**config.mk**
```make
export PLATFORM = sky130hd
export DESIGN_NAME = smram_gate
export DESIGN_NICKNAME = d
export VERILOG_FILES = /design/src/rtl/smr_pkg.sv /design/src/rtl/smr_ctrl_regs.sv /design/src/rtl/smr_tseg_calc.sv /design/src/rtl/smr_route.sv /design/src/rtl/smram_gate.sv
export SDC_FILE = /design/constraint.sdc
export NUM_CORES = 1
export LEC_CHECK = 0
export ABC_AREA = 1
export BUFFER_PORTS_ARGS = -buffer_cell sky130_fd_sc_hd__buf_2
export CORE_MARGIN = 2
export CORE_UTILIZATION = 30
export CTS_BUF_LIST = sky130_fd_sc_hd__clkbuf_2 sky130_fd_sc_hd__clkbuf_4 sky130_fd_sc_hd__clkbuf_8
export DETAILED_ROUTE_END_ITERATION = 7
export PLACE_DENSITY_LB_ADDON = 0.1
export SKIP_CTS_REPAIR_TIMING = 1
export SYNTH_ARGS = -nofsm -noshare
export SYNTH_HDL_FRONTEND = slang
export SYNTH_SLANG_ARGS = --single-unit
```
**constraint.sdc**
```tcl
create_clock -name clk -period 6.7 [get_ports clk]
set_input_delay 1.34 -clock clk [delete_from_list [all_inputs] [get_ports clk]]
set_output_delay 1.34 -clock clk [all_outputs]
set_load 0.02 [all_outputs]
```
**src/rtl/smr_pkg.sv**
```systemverilog
`timescale 1ns/1ps
package smr_pkg;

    localparam int ADDR_W = 32;
    localparam int CFG_W  = 16;
    localparam int REG_W  = 8;

    typedef enum logic [1:0] {
        RT_DRAM = 2'd0,
        RT_PASS = 2'd1,
        RT_HOLE = 2'd2
    } route_e;

    typedef enum logic [1:0] {
        SEL_SMR  = 2'd0,
        SEL_ESM  = 2'd1,
        SEL_EXT  = 2'd2,
        SEL_NONE = 2'd3
    } cfg_sel_e;

    // first control register bit positions
    localparam int B_OPEN = 6;
    localparam int B_CLS  = 5;
    localparam int B_LCK  = 4;
    localparam int B_GEN  = 3;
    // second control register bit positions
    localparam int B_HEN  = 7;
    localparam int B_TSZ  = 1;
    localparam int B_TEN  = 0;

    localparam logic [REG_W-1:0] SMR_RST       = 8'h02;
    localparam logic [REG_W-1:0] SMR_MASK_FULL = 8'h78;
    localparam logic [REG_W-1:0] SMR_MASK_LOCK = 8'h20;
    localparam logic [REG_W-1:0] ESM_RST       = 8'h38;
    localparam logic [REG_W-1:0] ESM_MASK_FULL = 8'h87;
    localparam logic [REG_W-1:0] ESM_MASK_LOCK = 8'h00;

    localparam logic [CFG_W-1:0] EXT_QUERY  = 16'hFFFF;
    localparam int               EXT_MB_MAX = 4095;
    localparam int               MB_SHIFT   = 20;

    localparam logic [ADDR_W-1:0] LOW_WIN_BASE  = 32'h000A_0000;
    localparam logic [ADDR_W-1:0] HIGH_WIN_BASE = 32'hFEDA_0000;
    localparam logic [ADDR_W-1:0] WIN_SIZE      = 32'h0002_0000;

    typedef struct packed {
        logic open;
        logic gen;
    } smr_view_t;

    typedef struct packed {
        logic       hen;
        logic [1:0] tsz;
        logic       ten;
    } esm_view_t;

    function automatic logic [REG_W-1:0] masked_merge(
        input logic [REG_W-1:0] cur,
        input logic [REG_W-1:0] wd,
        input logic [REG_W-1:0] mask
    );
        return (cur & ~mask) | (wd & mask);
    endfunction

    function automatic smr_view_t smr_decode(input logic [REG_W-1:0] r);
        smr_view_t v;
        v.open = r[B_OPEN];
        v.gen  = r[B_GEN];
        return v;
    endfunction

    function automatic esm_view_t esm_decode(input logic [REG_W-1:0] r);
        esm_view_t v;
        v.hen = r[B_HEN];
        v.tsz = r[B_TSZ +: 2];
        v.ten = r[B_TEN];
        return v;
    endfunction

    function automatic logic in_window(
        input logic [ADDR_W-1:0] a,
        input logic [ADDR_W-1:0] base,
        input logic [ADDR_W-1:0] size
    );
        return (a >= base) && ((a - base) < size);
    endfunction

endpackage

```
**src/rtl/smr_ctrl_regs.sv**
```systemverilog
`timescale 1ns/1ps
module smr_ctrl_regs
    import smr_pkg::*;
#(
    parameter int EXT_MB = 16
) (
    input  logic             clk,
    input  logic             rst,
    input  logic             cfg_we,
    input  logic [1:0]       cfg_sel,
    input  logic [CFG_W-1:0] cfg_wdata,
    output logic [REG_W-1:0] smr_q,
    output logic [REG_W-1:0] esm_q,
    output logic [CFG_W-1:0] ext_q
);

    localparam int EXT_MB_EFF = (EXT_MB > EXT_MB_MAX) ? EXT_MB_MAX : EXT_MB;

    logic             locked;
    logic [REG_W-1:0] smr_mask;
    logic [REG_W-1:0] esm_mask;
    logic [REG_W-1:0] smr_nxt;
    logic [REG_W-1:0] esm_nxt;

    assign locked = smr_q[B_LCK];

    always_comb begin
        smr_mask = locked ? SMR_MASK_LOCK : SMR_MASK_FULL;
        esm_mask = locked ? ESM_MASK_LOCK : ESM_MASK_FULL;
        smr_nxt  = masked_merge(smr_q, cfg_wdata[REG_W-1:0], smr_mask);
        if (smr_nxt[B_LCK]) begin
            smr_nxt[B_OPEN] = 1'b0;
        end
        esm_nxt  = masked_merge(esm_q, cfg_wdata[REG_W-1:0], esm_mask);
    end

    always_ff @(posedge clk) begin
        if (rst) begin
            smr_q <= SMR_RST;
            esm_q <= ESM_RST;
        end else if (cfg_we) begin
            case (cfg_sel)
                SEL_SMR: smr_q <= smr_nxt;
                SEL_ESM: esm_q <= esm_nxt;
                default: ;
            endcase
        end
    end

    generate
        if (EXT_MB_EFF > 0) begin : g_query
            always_ff @(posedge clk) begin
                if (rst) begin
                    ext_q <= EXT_QUERY;
                end else if (cfg_we && (cfg_sel == SEL_EXT)) begin
                    ext_q <= (cfg_wdata == EXT_QUERY) ? CFG_W'(EXT_MB_EFF) : cfg_wdata;
                end
            end
        end else begin : g_plain
            always_ff @(posedge clk) begin
                if (rst) begin
                    ext_q <= '0;
                end else if (cfg_we && (cfg_sel == SEL_EXT)) begin
                    ext_q <= cfg_wdata;
                end
            end
        end
    endgenerate


    lock_closes_open_chk: assert property (@(posedge clk) disable iff (rst)
        smr_q[B_LCK] |-> !smr_q[B_OPEN]);


    lock_holds_policy_chk: assert property (@(posedge clk) disable iff (rst)
        smr_q[B_LCK] |=> (smr_q[B_LCK] && $stable(esm_q)
                          && $stable(smr_q[B_OPEN]) && $stable(smr_q[B_GEN])));


    fixed_bits_chk: assert property (@(posedge clk) disable iff (rst)
        !rst |=> ($stable(smr_q[2:0]) && $stable(smr_q[7]) && $stable(esm_q[6:3])));

endmodule

```
**src/rtl/smr_tseg_calc.sv**
```systemverilog
`timescale 1ns/1ps
module smr_tseg_calc
    import smr_pkg::*;
#(
    parameter int EXT_MB = 16
) (
    input  logic              clk,
    input  logic              rst,
    input  esm_view_t         esm_v,
    input  logic [ADDR_W-1:0] low_top,
    output logic [ADDR_W-1:0] tseg_size,
    output logic [ADDR_W-1:0] tseg_base
);

    localparam int EXT_MB_EFF = (EXT_MB > EXT_MB_MAX) ? EXT_MB_MAX : EXT_MB;
    localparam logic [ADDR_W-1:0] ONE_MB    = ADDR_W'(1) << MB_SHIFT;
    localparam logic [ADDR_W-1:0] TWO_MB    = ADDR_W'(2) << MB_SHIFT;
    localparam logic [ADDR_W-1:0] EIGHT_MB  = ADDR_W'(8) << MB_SHIFT;
    localparam logic [ADDR_W-1:0] EXT_BYTES = ADDR_W'(EXT_MB_EFF) << MB_SHIFT;

    always_comb begin
        if (!esm_v.ten) begin
            tseg_size = '0;
        end else begin
            case (esm_v.tsz)
                2'd0:    tseg_size = ONE_MB;
                2'd1:    tseg_size = TWO_MB;
                2'd2:    tseg_size = EIGHT_MB;
                default: tseg_size = EXT_BYTES;
            endcase
        end
        tseg_base = (tseg_size > low_top) ? '0 : (low_top - tseg_size);
    end


    tseg_off_chk: assert property (@(posedge clk) disable iff (rst)
        !esm_v.ten |-> (tseg_size == '0));


    tseg_std_size_chk: assert property (@(posedge clk) disable iff (rst)
        (esm_v.ten && (esm_v.tsz != 2'd3)) |-> ($countones(tseg_size) == 1));


    tseg_base_bound_chk: assert property (@(posedge clk) disable iff (rst)
        (tseg_size != '0) |-> (tseg_base <= low_top));

endmodule

```
**src/rtl/smr_route.sv**
```systemverilog
`timescale 1ns/1ps
module smr_route
    import smr_pkg::*;
(
    input  logic              clk,
    input  logic              rst,
    input  logic [ADDR_W-1:0] acc_addr,
    input  logic              acc_smm,
    input  smr_view_t         smr_v,
    input  logic              hen,
    input  logic [ADDR_W-1:0] tseg_size,
    input  logic [ADDR_W-1:0] tseg_base,
    input  logic [ADDR_W-1:0] low_top,
    output route_e            route,
    output logic [ADDR_W-1:0] dram_addr
);

    logic in_tseg;
    logic in_low;
    logic in_high;
    logic low_open;
    logic low_smm;
    logic high_open;

    assign in_tseg = (tseg_size != '0) && (acc_addr >= tseg_base) && (acc_addr < low_top);
    assign in_low  = in_window(acc_addr, LOW_WIN_BASE, WIN_SIZE);
    assign in_high = in_window(acc_addr, HIGH_WIN_BASE, WIN_SIZE);

    // policy terms
    assign low_open  = smr_v.open && !hen;
    assign low_smm   = acc_smm && smr_v.gen && !hen;
    assign high_open = hen && (smr_v.open || (acc_smm && smr_v.gen));

    always_comb begin
        if (in_tseg) begin
            route = acc_smm ? RT_DRAM : RT_HOLE;
        end else if (in_high) begin
            route = high_open ? RT_DRAM : RT_PASS;
        end else if (in_low) begin
            route = (low_open || low_smm) ? RT_DRAM : RT_PASS;
        end else begin
            route = (acc_addr < low_top) ? RT_DRAM : RT_PASS;
        end
        dram_addr = in_high ? (acc_addr - HIGH_WIN_BASE + LOW_WIN_BASE) : acc_addr;
    end


    hole_only_nonsmm_chk: assert property (@(posedge clk) disable iff (rst)
        (route == RT_HOLE) |-> !acc_smm);


    high_needs_hen_chk: assert property (@(posedge clk) disable iff (rst)
        (in_high && !in_tseg && (route == RT_DRAM)) |-> hen);


    low_closed_pass_chk: assert property (@(posedge clk) disable iff (rst)
        (in_low && !in_tseg && !acc_smm && !smr_v.open) |-> (route == RT_PASS));

endmodule

```
**src/rtl/smram_gate.sv**
```systemverilog
`timescale 1ns/1ps
module smram_gate
    import smr_pkg::*;
#(
    parameter int EXT_MB = 16
) (
    input  logic        clk,
    input  logic        rst,
    input  logic        cfg_we,
    input  logic [1:0]  cfg_sel,
    input  logic [15:0] cfg_wdata,
    output logic [7:0]  smram_q,
    output logic [7:0]  esm_q,
    output logic [15:0] ext_q,
    input  logic [31:0] low_top,
    input  logic [31:0] acc_addr,
    input  logic        acc_smm,
    output logic [1:0]  acc_route,
    output logic [31:0] acc_dram_addr,
    output logic [31:0] tseg_size,
    output logic [31:0] tseg_base
);

    smr_view_t smr_v;
    esm_view_t esm_v;
    route_e    route_w;

    smr_ctrl_regs #(.EXT_MB(EXT_MB)) u_regs (
        .clk       (clk),
        .rst       (rst),
        .cfg_we    (cfg_we),
        .cfg_sel   (cfg_sel),
        .cfg_wdata (cfg_wdata),
        .smr_q     (smram_q),
        .esm_q     (esm_q),
        .ext_q     (ext_q)
    );

    assign smr_v = smr_decode(smram_q);
    assign esm_v = esm_decode(esm_q);

    smr_tseg_calc #(.EXT_MB(EXT_MB)) u_tseg (
        .clk       (clk),
        .rst       (rst),
        .esm_v     (esm_v),
        .low_top   (low_top),
        .tseg_size (tseg_size),
        .tseg_base (tseg_base)
    );

    smr_route u_route (
        .clk       (clk),
        .rst       (rst),
        .acc_addr  (acc_addr),
        .acc_smm   (acc_smm),
        .smr_v     (smr_v),
        .hen       (esm_v.hen),
        .tseg_size (tseg_size),
        .tseg_base (tseg_base),
        .low_top   (low_top),
        .route     (route_w),
        .dram_addr (acc_dram_addr)
    );

    assign acc_route = route_w;

endmodule

```
# [After elaboration in Yosys (flattened, before gate mapping)]
# Cells that the tools add are included.
# Widths: inputs -> output; s select.
[op_classes] n_addsub=4 multipliers=0 n_div=0 order_cmp=7 n_eq_ne=5 shift=0 n_mux=15 bitwise_logic=8 reduce_logical=17
[ops] cell="$mux 32" n=3
[ops] cell="$pmux 25 s3" n=1
[ops] cell="$lt 32x18->1 const B" n=2
[ops] cell="$add 32x20->32 const B" n=1
[ops] cell="$and 8x8->8" n=4
[ops] cell="$ge 32x20->1 const B" n=1
[ops] cell="$ge 32x32->1" n=1
[ops] cell="$ge 32x32->1 const B" n=1
[ops] cell="$gt 32x32->1" n=1
[ops] cell="$lt 32x32->1" n=1
[ops] cell="$reduce_bool 32->1" n=1
[ops] cell="$sub 32x20->32 const B" n=1
[ops] cell="$sub 32x32->32" n=1
[ops] cell="$sub 32x32->32 const B" n=1
[ops] cell="$eq 16x16->1 const B" n=1
[ops] cell="$mux 16" n=1
[ops] cell="$not 8->8" n=2
[ops] cell="$or 8x8->8" n=2
[ops] cell="$logic_and 1x1->1" n=9
[ops] cell="$mux 2" n=4
[ops] cell="$mux 8" n=1
[ops] cell="$mux 7" n=1
[ops] cell="$eq 2x1->1 const B" n=2
[ops] cell="$eq 2x2->1 const B" n=2
[ops] cell="5 further kinds" n=11
[totals] regBits=32 latchBits=0 ram_bits=0 rom_bits=0 input_bits=86 out_inout_bits=130 wordCells=59 memories=0

# [Longest topological paths before layout]
[depth] ltp_word=9 depth_mapped=29 ltp_nobuf=28

# [Hierarchy]
# Synthesis repeated with hierarchy kept, for this count alone.
[hier_totals] hier_cells=761 hier_area_um2=4581.9
[modules_own_cells] mod="smr_route" n_inst=1 cells_each=418 area_each_um2=2422.3 seq_area_each_um2=0.0
[modules_own_cells] mod="smr_ctrl_regs" n_inst=1 cells_each=166 area_each_um2=1164.9 seq_area_each_um2=480.5
[modules_own_cells] mod="smr_tseg_calc" n_inst=1 cells_each=177 area_each_um2=994.7 seq_area_each_um2=0.0

# [Worst setup path before layout]
# Ideal clock, no wire load.
[synth_timing] path_kind="input -> output" start="input port low_top[20]" end="output port acc_route[1]" arrival_ns=4.347 t_required_ns=5.360 slack_ns=1.013 path_stages=25 n_path_buf=0 cell_sequence="inv_1 -> ha_1 -> inv_1 -> fa_1 -> nor2_1 -> inv_1 -> a21oi_2 -> nor2_1 -> inv_1 -> nand2_1 -> nor2_2 -> nand2_1 -> nor2_2 -> nand3_1 -> nand2_1 -> inv_1 -> ha_1 -> nand2_1 -> nor2_1 -> nand4_1 -> nor2_1 -> nand4_1 -> nand3_1 -> nand2_1 -> nor3_1"
[synth_via] elab_chain_len=6 elab_cells_between_ends=8 classes_between="1 x add/sub; 3 x order compare; 2 x mux; 2 x reduce/logical"
[synth_lines] element="from (decl)" line="smram_gate.sv:15" text="input logic [31:0] low_top,"
[synth_lines] element="$sub 32x32->32 / $gt 32x32->1 (equally long branches)" line="smr_tseg_calc.sv:32" text="tseg_base = (tseg_size > low_top) ? '0 : (low_top - tseg_size);"
[synth_lines] element="$mux 32 (*)" line="smr_tseg_calc.sv:32"
[synth_lines] element="via tseg_base[30]" line="smram_gate.sv:21" text="output logic [31:0] tseg_base"
[synth_lines] element="$ge 32x32->1 (*)" line="smr_route.sv:25" text="assign in_tseg = (tseg_size != '0) && (acc_addr >= tseg_base) && (acc_addr < low_top);"
[synth_lines] element="$logic_and 1x1->1 (*) (2 in a row)" line="smr_route.sv:25"
[synth_lines] element="$mux 2 (*)" line="smr_route.sv:35" text="if (in_tseg) begin"
[synth_lines] element="to (decl)" line="smram_gate.sv:18" text="output logic [1:0] acc_route,"
# The timed path passes the listed nets; every way through them passes the cells marked *.

# [Final worst setup path]
[layout_timing] start="input port low_top[20]" end="output port acc_route[0]"
[layout_via] elab_chain_len=6 elab_cells_between_ends=11 classes_between="1 x add/sub; 3 x order compare; 5 x mux; 2 x reduce/logical"
[layout_lines] element="$sub 32x32->32 / $gt 32x32->1 (equally long branches)" line="smr_tseg_calc.sv:32"
[layout_lines] element="$mux 32" line="smr_tseg_calc.sv:32"
[layout_lines] element="$ge 32x32->1" line="smr_route.sv:25"
[layout_lines] element="$logic_and 1x1->1 (2 in a row)" line="smr_route.sv:25"
[layout_lines] element="$mux 2 (*)" line="smr_route.sv:35"
# Every way passes the cells marked *; elsewhere a longest branch is shown, timed or not.

==> results.cfg <==
[run_status]
status = completed

[floorplanning]
fp.dieH_um = 120
die_w_um = 120
initial_core_util = 0.307
row_count = 42
ios = 216
coreArea_um2 = 13200
die_area_um2 = 14500

[clock_network]
cts_tree = done
root_buffer = clkbuf_8
clk_latency_ns = 0.27
h-tree-depth = 1
clkTransAtPathRegs_ns = 0.09
clock-sinks = 24
cts_made_buffers = 3
clockBufferDepth = 2

[power_and_ir_drop]
ir_drop_uv = 112
power_density_nw_per_um2 = 117
leakage_nw = 2.95

[detailed_routing]
firstDrtPassIters = 4
drcViolationCount = 0
ant_nets = 0
via_per_inst = 4.40
drt-total-wl_um = 12200
wire_per_inst_um = 12.3
drt_iter0_drc = 157
vias = 4393

[finish]
instances_no_fill = 998
final_net_count = 978
drive_gt1_frac = 0.254
n_antenna_cell = 0
fin_area_um2 = 4920
fillers = 1498
syn_to_final_growth_pct = 21.2

[synthesis]
synth_adder_area_share = 0.214
syn_area_um2 = 4060
synth_seq_cells = 24
synth-simple-area-share = 0.300
synth_top_cell_by_area = ha_1
synth_cell_types = 30
synthCells = 668
synthArstFlopShare = 0
synth-xor-area-share = 0.00647
yosys-top-cells-count = nand2_1 (135), inv_1 (125), nor2_1 (71)
avgSynthCellArea_um2 = 6.08
yosys_warnings = 0
synth_top_family_by_area = simple AND/OR/NAND/NOR gates
synth_top_area_frac = 0.209
synth_edf_count = 0
yosysSeqAreaShare = 0.118
synthMuxAreaShare = 0
synth_compound_area_frac = 0.124
yosysMostFrequentCell = nand2_1
synth.area.top_cells = ha_1 (21%), nand2_1 (12%), dfxtp_1 (12%), inv_1 (12%), buf_4 (11%)
synth_flop_cell = dfxtp_1

[sta]
finalCriticalPeriod_ns = 6.00
rsz0062_at_grt = no
drv_slew = 0
hold_viol_final = 0
worstMarginPinSlew_ns = 0.549
fin_worst_skew_ns = 0.00225
max_freq_mhz = 167
relSlewSlack = 0.632
period_share = 0.895
setup_violations = 0
setup_tns_ns = 0

[global_route]
antenna_found_initial = 0
grt-ovfl-total = 0
grt_pass1_wl_um = 19600
grt_max_degree = 23
grt_pass1_vias = 4119
grt_usage = 0.162

[setup_path]
crit_fanout = 22
slowest_delay_ns = 0.38
endpoint_kind = primary output
required_ns = 5.36
worst_path_max_delay_cell = fa_1
crit_type = in2out
critPathBufInv = 9
cp.arrival_ns = 4.66
start_kind = input pin
critPathTopFamily = simple AND/OR/NAND/NOR gates

[worst_hold_path]
hold_class = reg2reg

[placed_design]
gp_congestion = 0.869
io_buffers = 179
post-place-cells = 994
hpwl_um = 10700
dpl_cell_area_um2 = 4850

[flow_run]
drv_cap = 0
## final timing paths
| check | startpoint | slack [ns] | endpoint | cells past startpoint |
|---|---|---|---|---|
| worst min register to register | u_regs.ext_q[15] | 0.47 | u_regs.ext_q[15] | 2 |
| worst max-delay path | low_top[20] | 0.70 | acc_route[0] | 29 |
| worst max register to register | u_regs.smr_q[4] | 5.58 | flip-flop | 4 |
| worst min-delay path | u_regs.ext_q[15] | 0.47 | u_regs.ext_q[15] | 2 |
## worst register-to-register path: stages, from the launching register on
cell	delay (ns)
dfxtp_1	0.35
nor3_1	0.22
inv_1	0.17
o21ai_0	0.20
a21oi_1	0.07
## area by class of cell
type                            count  area (um^2)  area share
Sequential cell                    24          480      0.0976
Clock buffer                        3         41.3     0.00839
Clock inverter                      1         30.0     0.00610
Multi-Input combinational cell    483         2760       0.560
Inverter                          131          492      0.0999
Timing Repair Buffer              180          903       0.183
Tap cell                          176          220      0.0447
## where the power goes
| group | internal, mW | switching [mW] |
|---|---|---|
| combinational | 0.0998 | 0.192 |
| sequential | 0.150 | 0.00423 |
| clock | 0.0799 | 0.0486 |
| total | 0.329 | 0.245 |
## stage by stage
step	util	total power, mW	hold slack [ns]	worst slack (ns)
detailed placement	0.366	0.450	0.455	0.669
CTS	0.372	0.579	0.477	0.649
global route	0.372	0.622	0.504	0.299
finish	0.372	0.575	0.470	0.700
global placement	0.366	0.446	0.451	0.755
floorplan	-	0.369	0.457	1.01
## kinds of logic after synthesis
kind of cell,Yosys count
xor gates and xnor gates,3
adders and majority gates,69
buffers and inverters,195
DFF,24
and+or+nand+nor,283
AOI/OAI and AO/OA,92
other,2
## placed cells by master (no fill, tap or decap)
master	count
inv_1	125
clkbuf_8	3
nand2_1	135
nor2_2	7
dfxtp_1	24
buf_2	179
a21oi_2	2
nand2_2	4
nand4_1	14
nand3_1	31
nor2_1	71
nor3_1	17
a21oi_1	46
a22oi_1	7
o21ai_1	2
o21ai_0	28
inv_2	6
xor2_1	3
bufinv_16	1
buf_4	1
o211ai_1	2
ha_1	68
o21ai_2	2
fa_1	1
nor3_2	1
o21a_1	3
conb_1	36
nor3_4	2
or2_2	1
## metal layers
metal,wire (um),up-vias,track usage
li1,-,2348,-
met1,5570,1906,0.216
met2,5720,132,0.282
met3,890,7,0.0288
met4,61,0,0.0182
met5,0,-,0
Power figures use the tool's default switching activity.
